**src/rtl/pxp_pkg.sv**
```systemverilog
package pxp_pkg;
  localparam int SAMPLE_W = 8;
  localparam int FMT_W    = 4;
  localparam int PAD_W    = 3;
  localparam int PAIR_LEN = 4;
  localparam int SLOT_W   = $clog2(PAIR_LEN);
  localparam int PORT_W   = 2 * SAMPLE_W;

  localparam logic [FMT_W-1:0] FMT_NARROW = 4'b0011;
  localparam logic [FMT_W-1:0] FMT_WIDE   = 4'b0010;
  localparam logic [PAD_W-1:0] PAD_FULL   = 3'b000;
  localparam logic [PAD_W-1:0] PAD_HALF   = 3'b101;

  typedef struct packed {
    logic [SAMPLE_W-1:0] cb;
    logic [SAMPLE_W-1:0] y0;
    logic [SAMPLE_W-1:0] cr;
    logic [SAMPLE_W-1:0] y1;
  } pxp_pair_t;

  typedef struct packed {
    logic                oe_hi;
    logic                oe_lo;
    logic [SAMPLE_W-1:0] hi;
    logic [SAMPLE_W-1:0] lo;
  } pxp_lanes_t;

  function automatic logic is_narrow(logic [FMT_W-1:0] f);
    return f == FMT_NARROW;
  endfunction

  function automatic logic is_wide(logic [FMT_W-1:0] f);
    return f == FMT_WIDE;
  endfunction

  // chroma of the first (second=0) or second half of the pair, after swap
  function automatic logic [SAMPLE_W-1:0] pick_chroma(pxp_pair_t p, logic second, logic swap);
    return (second ^ swap) ? p.cr : p.cb;
  endfunction

  function automatic logic [SAMPLE_W-1:0] pick_luma(pxp_pair_t p, logic second);
    return second ? p.y1 : p.y0;
  endfunction

  function automatic pxp_lanes_t lane_map(pxp_pair_t p, logic [SLOT_W-1:0] slot,
                                          logic [FMT_W-1:0] f, logic swap, logic act);
    pxp_lanes_t l;
    l = '0;
    if (act && is_narrow(f)) begin
      l.oe_hi = 1'b1;
      l.hi    = slot[0] ? pick_luma(p, slot[1]) : pick_chroma(p, slot[1], swap);
    end else if (act && is_wide(f)) begin
      l.oe_hi = 1'b1;
      l.oe_lo = 1'b1;
      l.hi    = pick_luma(p, slot[1]);
      l.lo    = pick_chroma(p, slot[1], swap);
    end
    return l;
  endfunction
endpackage

```
**src/rtl/pxp_pair_collect.sv**
```systemverilog
module pxp_pair_collect
  import pxp_pkg::*;
(
  input  logic                clk,
  input  logic                rst_n,
  input  logic                accept,
  input  logic [SAMPLE_W-1:0] in_data,
  input  logic                in_luma,
  output logic                pair_done,
  output pxp_pair_t           pair_out
);
  logic [SLOT_W-1:0]   idx;
  logic [SAMPLE_W-1:0] cb_q, y0_q, cr_q;
  logic                phase_ok;

  // even positions expect chroma, odd positions expect luma
  assign phase_ok  = (in_luma == idx[0]);
  assign pair_done = accept && phase_ok && (idx == SLOT_W'(PAIR_LEN - 1));
  assign pair_out  = '{cb: cb_q, y0: y0_q, cr: cr_q, y1: in_data};

  always_ff @(posedge clk or negedge rst_n) begin
    if (!rst_n) begin
      idx  <= '0;
      cb_q <= '0;
      y0_q <= '0;
      cr_q <= '0;
    end else if (accept) begin
      if (phase_ok) begin
        case (idx)
          2'd0:    cb_q <= in_data;
          2'd1:    y0_q <= in_data;
          2'd2:    cr_q <= in_data;
          default: ;
        endcase
        idx <= idx + 1'b1;
      end else if (!in_luma) begin
        cb_q <= in_data;
        idx  <= SLOT_W'(1);
      end else begin
        idx <= '0;
      end
    end
  end
endmodule

```
**src/rtl/pxp_emitter.sv**
```systemverilog
module pxp_emitter
  import pxp_pkg::*;
(
  input  logic              clk,
  input  logic              rst_n,
  input  logic              load,
  input  pxp_pair_t         pair_in,
  input  logic [FMT_W-1:0]  fmt_in,
  input  logic              swap_in,
  input  logic [PAD_W-1:0]  pad_in,
  input  logic              inv_in,
  output pxp_lanes_t        lanes,
  output logic              active,
  output logic [SLOT_W-1:0] slot,
  output logic              half_phase,
  output logic [FMT_W-1:0]  lat_fmt,
  output logic [PAD_W-1:0]  lat_pad,
  output logic              lat_inv
);
  localparam logic [SLOT_W-1:0] LAST_SLOT = SLOT_W'(PAIR_LEN - 1);

  pxp_pair_t pair_q;
  logic      lat_swap;

  always_ff @(posedge clk or negedge rst_n) begin
    if (!rst_n) begin
      pair_q     <= '0;
      lat_fmt    <= FMT_NARROW;
      lat_swap   <= 1'b0;
      lat_pad    <= PAD_FULL;
      lat_inv    <= 1'b0;
      active     <= 1'b0;
      slot       <= '0;
      half_phase <= 1'b0;
    end else if (load) begin
      pair_q     <= pair_in;
      lat_fmt    <= fmt_in;
      lat_swap   <= swap_in;
      lat_pad    <= pad_in;
      lat_inv    <= inv_in;
      active     <= 1'b1;
      slot       <= '0;
      half_phase <= 1'b0;
    end else begin
      half_phase <= ~half_phase;
      if (active) begin
        slot <= slot + 1'b1;
        if (slot == LAST_SLOT) active <= 1'b0;
      end
    end
  end

  assign lanes = lane_map(pair_q, slot, lat_fmt, lat_swap, active);
endmodule

```
**src/rtl/pxp_clk_sel.sv**
```systemverilog
module pxp_clk_sel
  import pxp_pkg::*;
(
  input  logic             clk,
  input  logic             half_phase,
  input  logic [PAD_W-1:0] pad_sel,
  input  logic             invert,
  output logic             pclk
);
  logic use_half;
  assign use_half = (pad_sel == PAD_HALF);
  assign pclk     = (use_half ? half_phase : clk) ^ invert;
endmodule

```
**src/rtl/pxp_formatter.sv**
```systemverilog
module pxp_formatter
  import pxp_pkg::*;
(
  input  logic                clk,
  input  logic                rst_n,
  input  logic                s_valid,
  output logic                s_ready,
  input  logic [SAMPLE_W-1:0] s_data,
  input  logic                s_is_luma,
  input  logic [FMT_W-1:0]    fmt_sel,
  input  logic                chroma_swap,
  input  logic [PAD_W-1:0]    clk_pad_sel,
  input  logic                clk_invert,
  output logic [PORT_W-1:0]   pdata,
  output logic                pdata_oe_hi,
  output logic                pdata_oe_lo,
  output logic                pclk_out
);
  logic              ready_q;
  logic              accept;
  logic              pair_load;
  pxp_pair_t         pair_next;
  pxp_lanes_t        lanes;
  logic              emit_active;
  logic [SLOT_W-1:0] emit_slot;
  logic              half_phase;
  logic [FMT_W-1:0]  lat_fmt;
  logic [PAD_W-1:0]  lat_pad;
  logic              lat_inv;

  always_ff @(posedge clk or negedge rst_n) begin
    if (!rst_n) ready_q <= 1'b0;
    else        ready_q <= 1'b1;
  end

  assign s_ready = ready_q;
  assign accept  = s_valid && ready_q;

  pxp_pair_collect u_collect (
    .clk       (clk),
    .rst_n     (rst_n),
    .accept    (accept),
    .in_data   (s_data),
    .in_luma   (s_is_luma),
    .pair_done (pair_load),
    .pair_out  (pair_next)
  );

  pxp_emitter u_emit (
    .clk        (clk),
    .rst_n      (rst_n),
    .load       (pair_load),
    .pair_in    (pair_next),
    .fmt_in     (fmt_sel),
    .swap_in    (chroma_swap),
    .pad_in     (clk_pad_sel),
    .inv_in     (clk_invert),
    .lanes      (lanes),
    .active     (emit_active),
    .slot       (emit_slot),
    .half_phase (half_phase),
    .lat_fmt    (lat_fmt),
    .lat_pad    (lat_pad),
    .lat_inv    (lat_inv)
  );

  pxp_clk_sel u_clk (
    .clk        (clk),
    .half_phase (half_phase),
    .pad_sel    (lat_pad),
    .invert     (lat_inv),
    .pclk       (pclk_out)
  );

  assign pdata       = {lanes.hi, lanes.lo};
  assign pdata_oe_hi = lanes.oe_hi;
  assign pdata_oe_lo = lanes.oe_lo;
endmodule

```
**config.mk**
```make
export PLATFORM = sky130hd
export DESIGN_NAME = pxp_formatter
export DESIGN_NICKNAME = d
export VERILOG_FILES = /design/src/rtl/pxp_pkg.sv /design/src/rtl/pxp_pair_collect.sv /design/src/rtl/pxp_emitter.sv /design/src/rtl/pxp_clk_sel.sv /design/src/rtl/pxp_formatter.sv
export SDC_FILE = /design/constraint.sdc
export NUM_CORES = 1
export LEC_CHECK = 0
export BUFFER_PORTS_ARGS = -buffer_cell sky130_fd_sc_hd__buf_2
export CAP_MARGIN = 20
export CORE_ASPECT_RATIO = 2
export CORE_MARGIN = 1.5
export CORE_UTILIZATION = 45
export CTS_BUF_LIST = sky130_fd_sc_hd__clkbuf_16
export DETAILED_ROUTE_END_ITERATION = 10
export HOLD_SLACK_MARGIN = 0.03
export SLEW_MARGIN = 15
export SYNTH_ARGS = -nofsm -noshare
export SYNTH_HDL_FRONTEND = slang
export SYNTH_SLANG_ARGS = --single-unit
```
**constraint.sdc**
```tcl
create_clock -name clk -period 3.35 [get_ports clk]
set_clock_uncertainty 0.15 [all_clocks]
set_input_delay 0.5025 -clock clk [delete_from_list [all_inputs] [get_ports clk]]
set_output_delay 0.5025 -clock clk [all_outputs]
set_load 0.02 [all_outputs]
```
==> results.cfg, run 1 <==
[cells_and_area]
multiInputGateArea_um2 = 1398
drive_gt1_share_pct = 48.34
syn_to_final_growth_pct = 20.11
final_nets = 294
diodes = 0
final_cell_count_no_fill = 363
fill_cells = 639
ff_latch_area_um2 = 1804

[critical_path]
path_class = clock port to primary output
crit-reg2reg-launch = u_collect.idx[0]
path_cells = clkbuf_16 -> clkbuf_16 -> mux2i_1 -> xnor2_1 -> buf_2
start_kind = clock port
critPathCaptureType = primary output
critPathTopFamily = buffers and inverters
cp.required_ps = 2700
max_stage_delay_ps = 180
worst_ep_arrival_time_ps = 2380
r2r_setup_slack_ps = 1120
worst-path-max-fanout = 2
r2r_end = u_emit.pair_q[4]
crit_top_cell = clkbuf_16
slowest_stage = buf_2
r2r_cells = 6
path_buf_inv = 3

[yosys]
yosys_warnings = 0
synth_top_area_share_pct = 53.23
synth_edf_count = 0
async_flop_share_pct = 100.0
netlist.top_cell.by_area = dfrtp_1
avgSynthCellArea_um2 = 15.16
ys_ff_latch = 72
synth_area_leaders = dfrtp_1, mux2_4, mux2_2
syn_area_um2 = 3291
synth_commonest_cells = dfrtp_1, mux2_4, mux2_2
synth_cell_types = 28
synthesis.nets = 245
netlist_instances = 217
yosysSeqAreaShare_pct = 54.83
synthFlopType = dfrtp_1
yosys.cell_count.top_type = dfrtp_1

[sta]
slew_headroom_pct = 40.45
slew_viol_final = 0
setup_viol = 0
rsz0062_at_grt = no
worstMarginPinSlew_ps = 893.3
setup_tns_ps = 0
hold_viol = 0

[pwr]
p_per_area_nw_per_um2 = 889.4
irDropWorstVdd_mv = 0.3894
leakage_uw = 0.001925

[drt]
avgRoutedWirePerCell_um = 16.45
drc = 0
vias_per_cell = 5.121
drtAntennaViolNets = 0
drt_iter0_markers = 67
vias = 1859
dr.pass1.iters = 4
drt-total-wl_mm = 5.973

[placed_design]
port_buffers = 40
gp_congestion = 0.7901
hpwlAfterDp_mm = 3.930
post-place-cells = 344

[die]
start_util_pct = 45.98
core_area_um2 = 7157
row_count = 44
top_level_ports = 41
dieArea_um2 = 7866
die_x_um = 63.47
die_y_um = 123.9

[clock_network]
postCtsSetupBuffers = 0
cts-resized-gates = 0
ctsHoldBuffers = 0
clk_latency_ps = 440
cts_tree = done
clkTransAtPathRegs_ps = 60

[status]
status = complete, no violations

[global_routing]
grt_usage_pct = 17.25
grt_max_degree = 46
grt_antenna_before_repair = 0
grt_pass1_vias = 2034
overflow = 0
grt_pass1_wl_mm = 10.05

[job]
cap_violations = 0

[hold_path]
hold_path_class = input port to async pin
## where the power goes
part           internal (uW)  leakage, uW  switching (uW)  total, uW
logic                    552     0.000814             296        848
registers               1240     0.000911             250       1490
clock network            758     0.000200             417       1180
total                   2550      0.00193             963       3520
## kinds of logic after synthesis
family          Yosys count  share of synthesized area, %
simple gates             25                         3.992
flops                    72                         54.83
xor+xnor                  3                         1.369
fa+ha+maj                 7                         2.661
buf+inv                  13                         2.737
mux                      83                         31.82
other cells               1                        0.1140
compound gates           13                         2.471
## stage by stage
stage	worst slack (ps)	power, uW	hold WS (ps)	utilization [%]	instance area, um2
floorplan	619.3	2208	56.91	-	3291
global placement	587.7	2384	265.3	50.02	3580
detailed placement	587.7	2432	270.0	50.02	3580
CTS	288.1	3568	64.61	55.23	3953
global route	263.2	3716	116.8	55.23	3953
finish	314.5	3515	41.15	55.23	3953
## layout by cell type (no fill, tap or decap)
cell type   instances
a21o_1              1
a21oi_1             1
a21oi_2             1
and2_2              1
and3b_1             1
and4bb_2            1
buf_12              2
buf_2              40
bufinv_16           1
clkbuf_16          12
clkinv_2            1
clkinv_4            2
clkinvlp_4          1
conb_1              1
dfrtp_1            70
dfstp_2             2
ha_1                7
inv_1               7
inv_6               1
mux2_2             29
mux2_4             36
mux2i_1            18
nand2_1             4
nand2b_1            3
nand3b_1            2
nand4b_1            1
nor2_1             11
nor3_1              1
o21ai_0             1
o21ai_1             1
o22ai_1             8
xnor2_1             2
xnor2_4             1
## cell type report
type	count	area share (%)
Tap cell	92	2.912
Timing Repair Buffer	41	5.951
Clock buffer	13	7.724
Inverter	6	0.5698
Clock inverter	7	1.836
Multi-Input combinational cell	132	35.36
Sequential cell	72	45.65
## flip-flops by register name, summed over array words and instances, names as in the netlist, 2 cells and up
register	count
u_emit.lat_fmt	4
u_collect.y0_q	8
u_collect.cr_q	8
u_collect.idx	2
u_emit.pair_q	32
u_emit.lat_pad	3
u_emit.slot	2
u_collect.cb_q	8
## metal layers
metal | vias to the layer above | wire (um) | GRT usage, %
li1 | 872 | - | -
met1 | 934 | 2574 | 20.81
met2 | 42 | 3074 | 28.88
met3 | 11 | 210 | 4.155
met4 | 0 | 113 | 8.288
met5 | - | 0 | 0
## how the worst max path moves through the flow
stage | start | end | slack [ps] | cells past startpoint
2_1_floorplan | clk | pclk_out | 620 | 2
3_3_place_gp | clk | pclk_out | 590 | 3
3_5_place_dp | clk | pclk_out | 590 | 3
4_1_cts | clk | pclk_out | 290 | 5
5_1_grt | clk | pclk_out | 260 | 5
6_report | clk | pclk_out | 310 | 5
Power figures use the tool's default switching activity.
==> run 2: changes to the inputs <==
--- a/config.mk
+++ b/config.mk
@@ -5,6 +5,7 @@
 export SDC_FILE = /design/constraint.sdc
 export NUM_CORES = 1
 export LEC_CHECK = 0
+export ABC_AREA = 1
 export BUFFER_PORTS_ARGS = -buffer_cell sky130_fd_sc_hd__buf_2
 export CAP_MARGIN = 20
 export CORE_ASPECT_RATIO = 2
==> run 2 against run 1 <==
Global-route usage grew 5.3 points. Synthesized area grew 3.7%. Sequential power shrank 3%. Total power shrank 5.6%. Critical endpoint unchanged.
==> results.cfg, run 2 <==
[critical_path]
cp.required_ps = 2700
r2r_cells = 6
worst_ep_arrival_time_ps = 2600
start_kind = clock port
worst-path-max-fanout = 2
path_class = clock port to primary output
critPathCaptureType = primary output

[job]
cap_violations = 0

[sta]
rsz0062_at_grt = no
setup_viol = 0
worstMarginPinSlew_ps = 599.3
holdWs_ps = 46.10
slew_viol_final = 0
slew_headroom_pct = 60.05
setup_tns_ps = 0
hold_viol = 0

[global_routing]
grt_pass1_wl_mm = 13.50
grt_antenna_before_repair = 0
overflow = 0
grt_max_degree = 54
grt_usage_pct = 22.53
grt_pass1_vias = 2781

[die]
dieArea_um2 = 8148
die_y_um = 126.2
top_level_ports = 41
die_x_um = 64.59
start_util_pct = 46.62
core_area_um2 = 7322
row_count = 44

[cells_and_area]
syn_to_final_growth_pct = 19.06
final_cell_count_no_fill = 551
diodes = 0
top_register = u_emit.pair_q
final_cell_mix = nand2_1, dfrtp_1, nand3_1
layout_commonest_cell = nand2_1
drive_gt1_share_pct = 18.74
final_area_um2 = 4064
final_nets = 481
largest_reg_flops = 32

[placed_design]
port_buffers = 40
post-place-cells = 524
hpwlAfterDp_mm = 5.504
gp_congestion = 0.8351
dpl_cell_area_um2 = 3643

[drt]
drc = 0
vias = 2749
drtAntennaViolNets = 0
drt-total-wl_mm = 8.134
dr.pass1.iters = 4
drt_iter0_markers = 167
avgRoutedWirePerCell_um = 14.76
vias_per_cell = 4.989

[yosys]
syn_area_um2 = 3413
yosys.cell_count.top_type = nand2_1
yosys_warnings = 0
ys_ff_latch = 72
yosysSeqAreaShare_pct = 52.86
synthesis.nets = 433
async_flop_share_pct = 100.0
avgSynthCellArea_um2 = 8.428
netlist_instances = 405
synthFlopType = dfrtp_1
synth_area_leaders = dfrtp_1, nand2_1, nand3_1
netlist.top_cell.by_area = dfrtp_1
synth_edf_count = 0
synth_cell_types = 24
synth_commonest_cells = nand2_1, dfrtp_1, nand3_1
synth_top_area_share_pct = 51.32

[hold_path]
hold_depth = 3
hold_path_class = input port to flip-flop

[clock_network]
clk_latency_ps = 620
cts_tree = done
clkTransAtPathRegs_ps = 60

[status]
status = complete, no violations

[pwr]
irDropWorstVdd_mv = 0.3825
leakage_uw = 0.002295
power_uw = 3318
p_per_area_nw_per_um2 = 816.5
## run 2: cell count changes after synthesis, moves of 7 or more
cell	change
o21ai_1	+23
o21ai_2	+8
inv_1	+19
nor2_1	-9
nand2_1	+160
o22ai_1	-8
and2_1	+7
mux2_2	-29
mux2_4	-36
nand3_1	+59
mux2i_1	-18
buf_2	+8
## run 2: path summary, 6_finish.rpt
kind | from | endpoint | slack, ps
hold / removal | s_data[5] | u_collect.cb_q[5] | 50
min in group asynchronous | rst_n | u_emit.pair_q[8] | 270
setup / recovery | clk | pclk_out | 90
hold reg to reg | u_emit.pair_q[21] | u_emit.pair_q[21] | 320
setup reg to reg | u_collect.idx[0] | u_emit.lat_pad[2] | 1100
max in group asynchronous | rst_n | u_emit.lat_fmt[0] | 1940
## run 2: power by group
part           switching [uW]  internal (uW)  total (uW)
logic                     455            259         714
clock network             448            702        1150
registers                 238           1220        1450
total                    1140           2180        3320
## run 2: area by class of cell
type	count	area (um2)
Tap cell	92	115.1
Clock buffer	14	319.1
Timing Repair Buffer	49	285.3
Inverter	25	93.84
Fill cell	705	3258
Sequential cell	72	1804
Clock inverter	9	40.04
Multi-Input combinational cell	290	1406
## run 2: cells by family (layout without fill, tap and decap cells)
group,count (synthesis),after routing,synth area share [%]
AO/OA/AOI/OAI,37,37,6.305
other,1,1,0.1099
AND/OR/NAND/NOR,245,245,31.93
buffers and inverters,43,97,6.232
flip-flops,72,72,52.86
adder cells (fa/ha/maj),7,7,2.566
## run 2: metal layers
| metal | vias up | wire [um] | track usage, % |
|---|---|---|---|
| met5 | - | 0 | 0 |
| met4 | 0 | 169 | 9.512 |
| met3 | 10 | 302 | 2.411 |
| met2 | 76 | 4350 | 39.03 |
| met1 | 1279 | 3312 | 28.08 |
| li1 | 1384 | - | - |
## run 2: metrics by stage
| stage | setup slack (ps) | utilization, % |
|---|---|---|
| floorplan | 690.1 | - |
| global placement | 654.3 | 49.76 |
| detailed placement | 654.0 | 49.76 |
| CTS | 103.5 | 55.50 |
| global route | 47.34 | 55.50 |
| finish | 94.84 | 55.50 |
## run 2: critical path: stages
cell,delay [ps]
clkbuf_16,130
clkbuf_16,130
clkbuf_16,130
inv_4,50
nand2_4,60
clkbuf_16,140
nand2_2,50
nand2_1,40
nand2_1,70
buf_6,120
## run 2: timing repair
item	in CTS	in global routing
gates resized for setup	7	0
endpoints found under the hold margin	28	0
hold buffers	6	0
setup endpoints to repair	1	0
buffers inserted	1	0
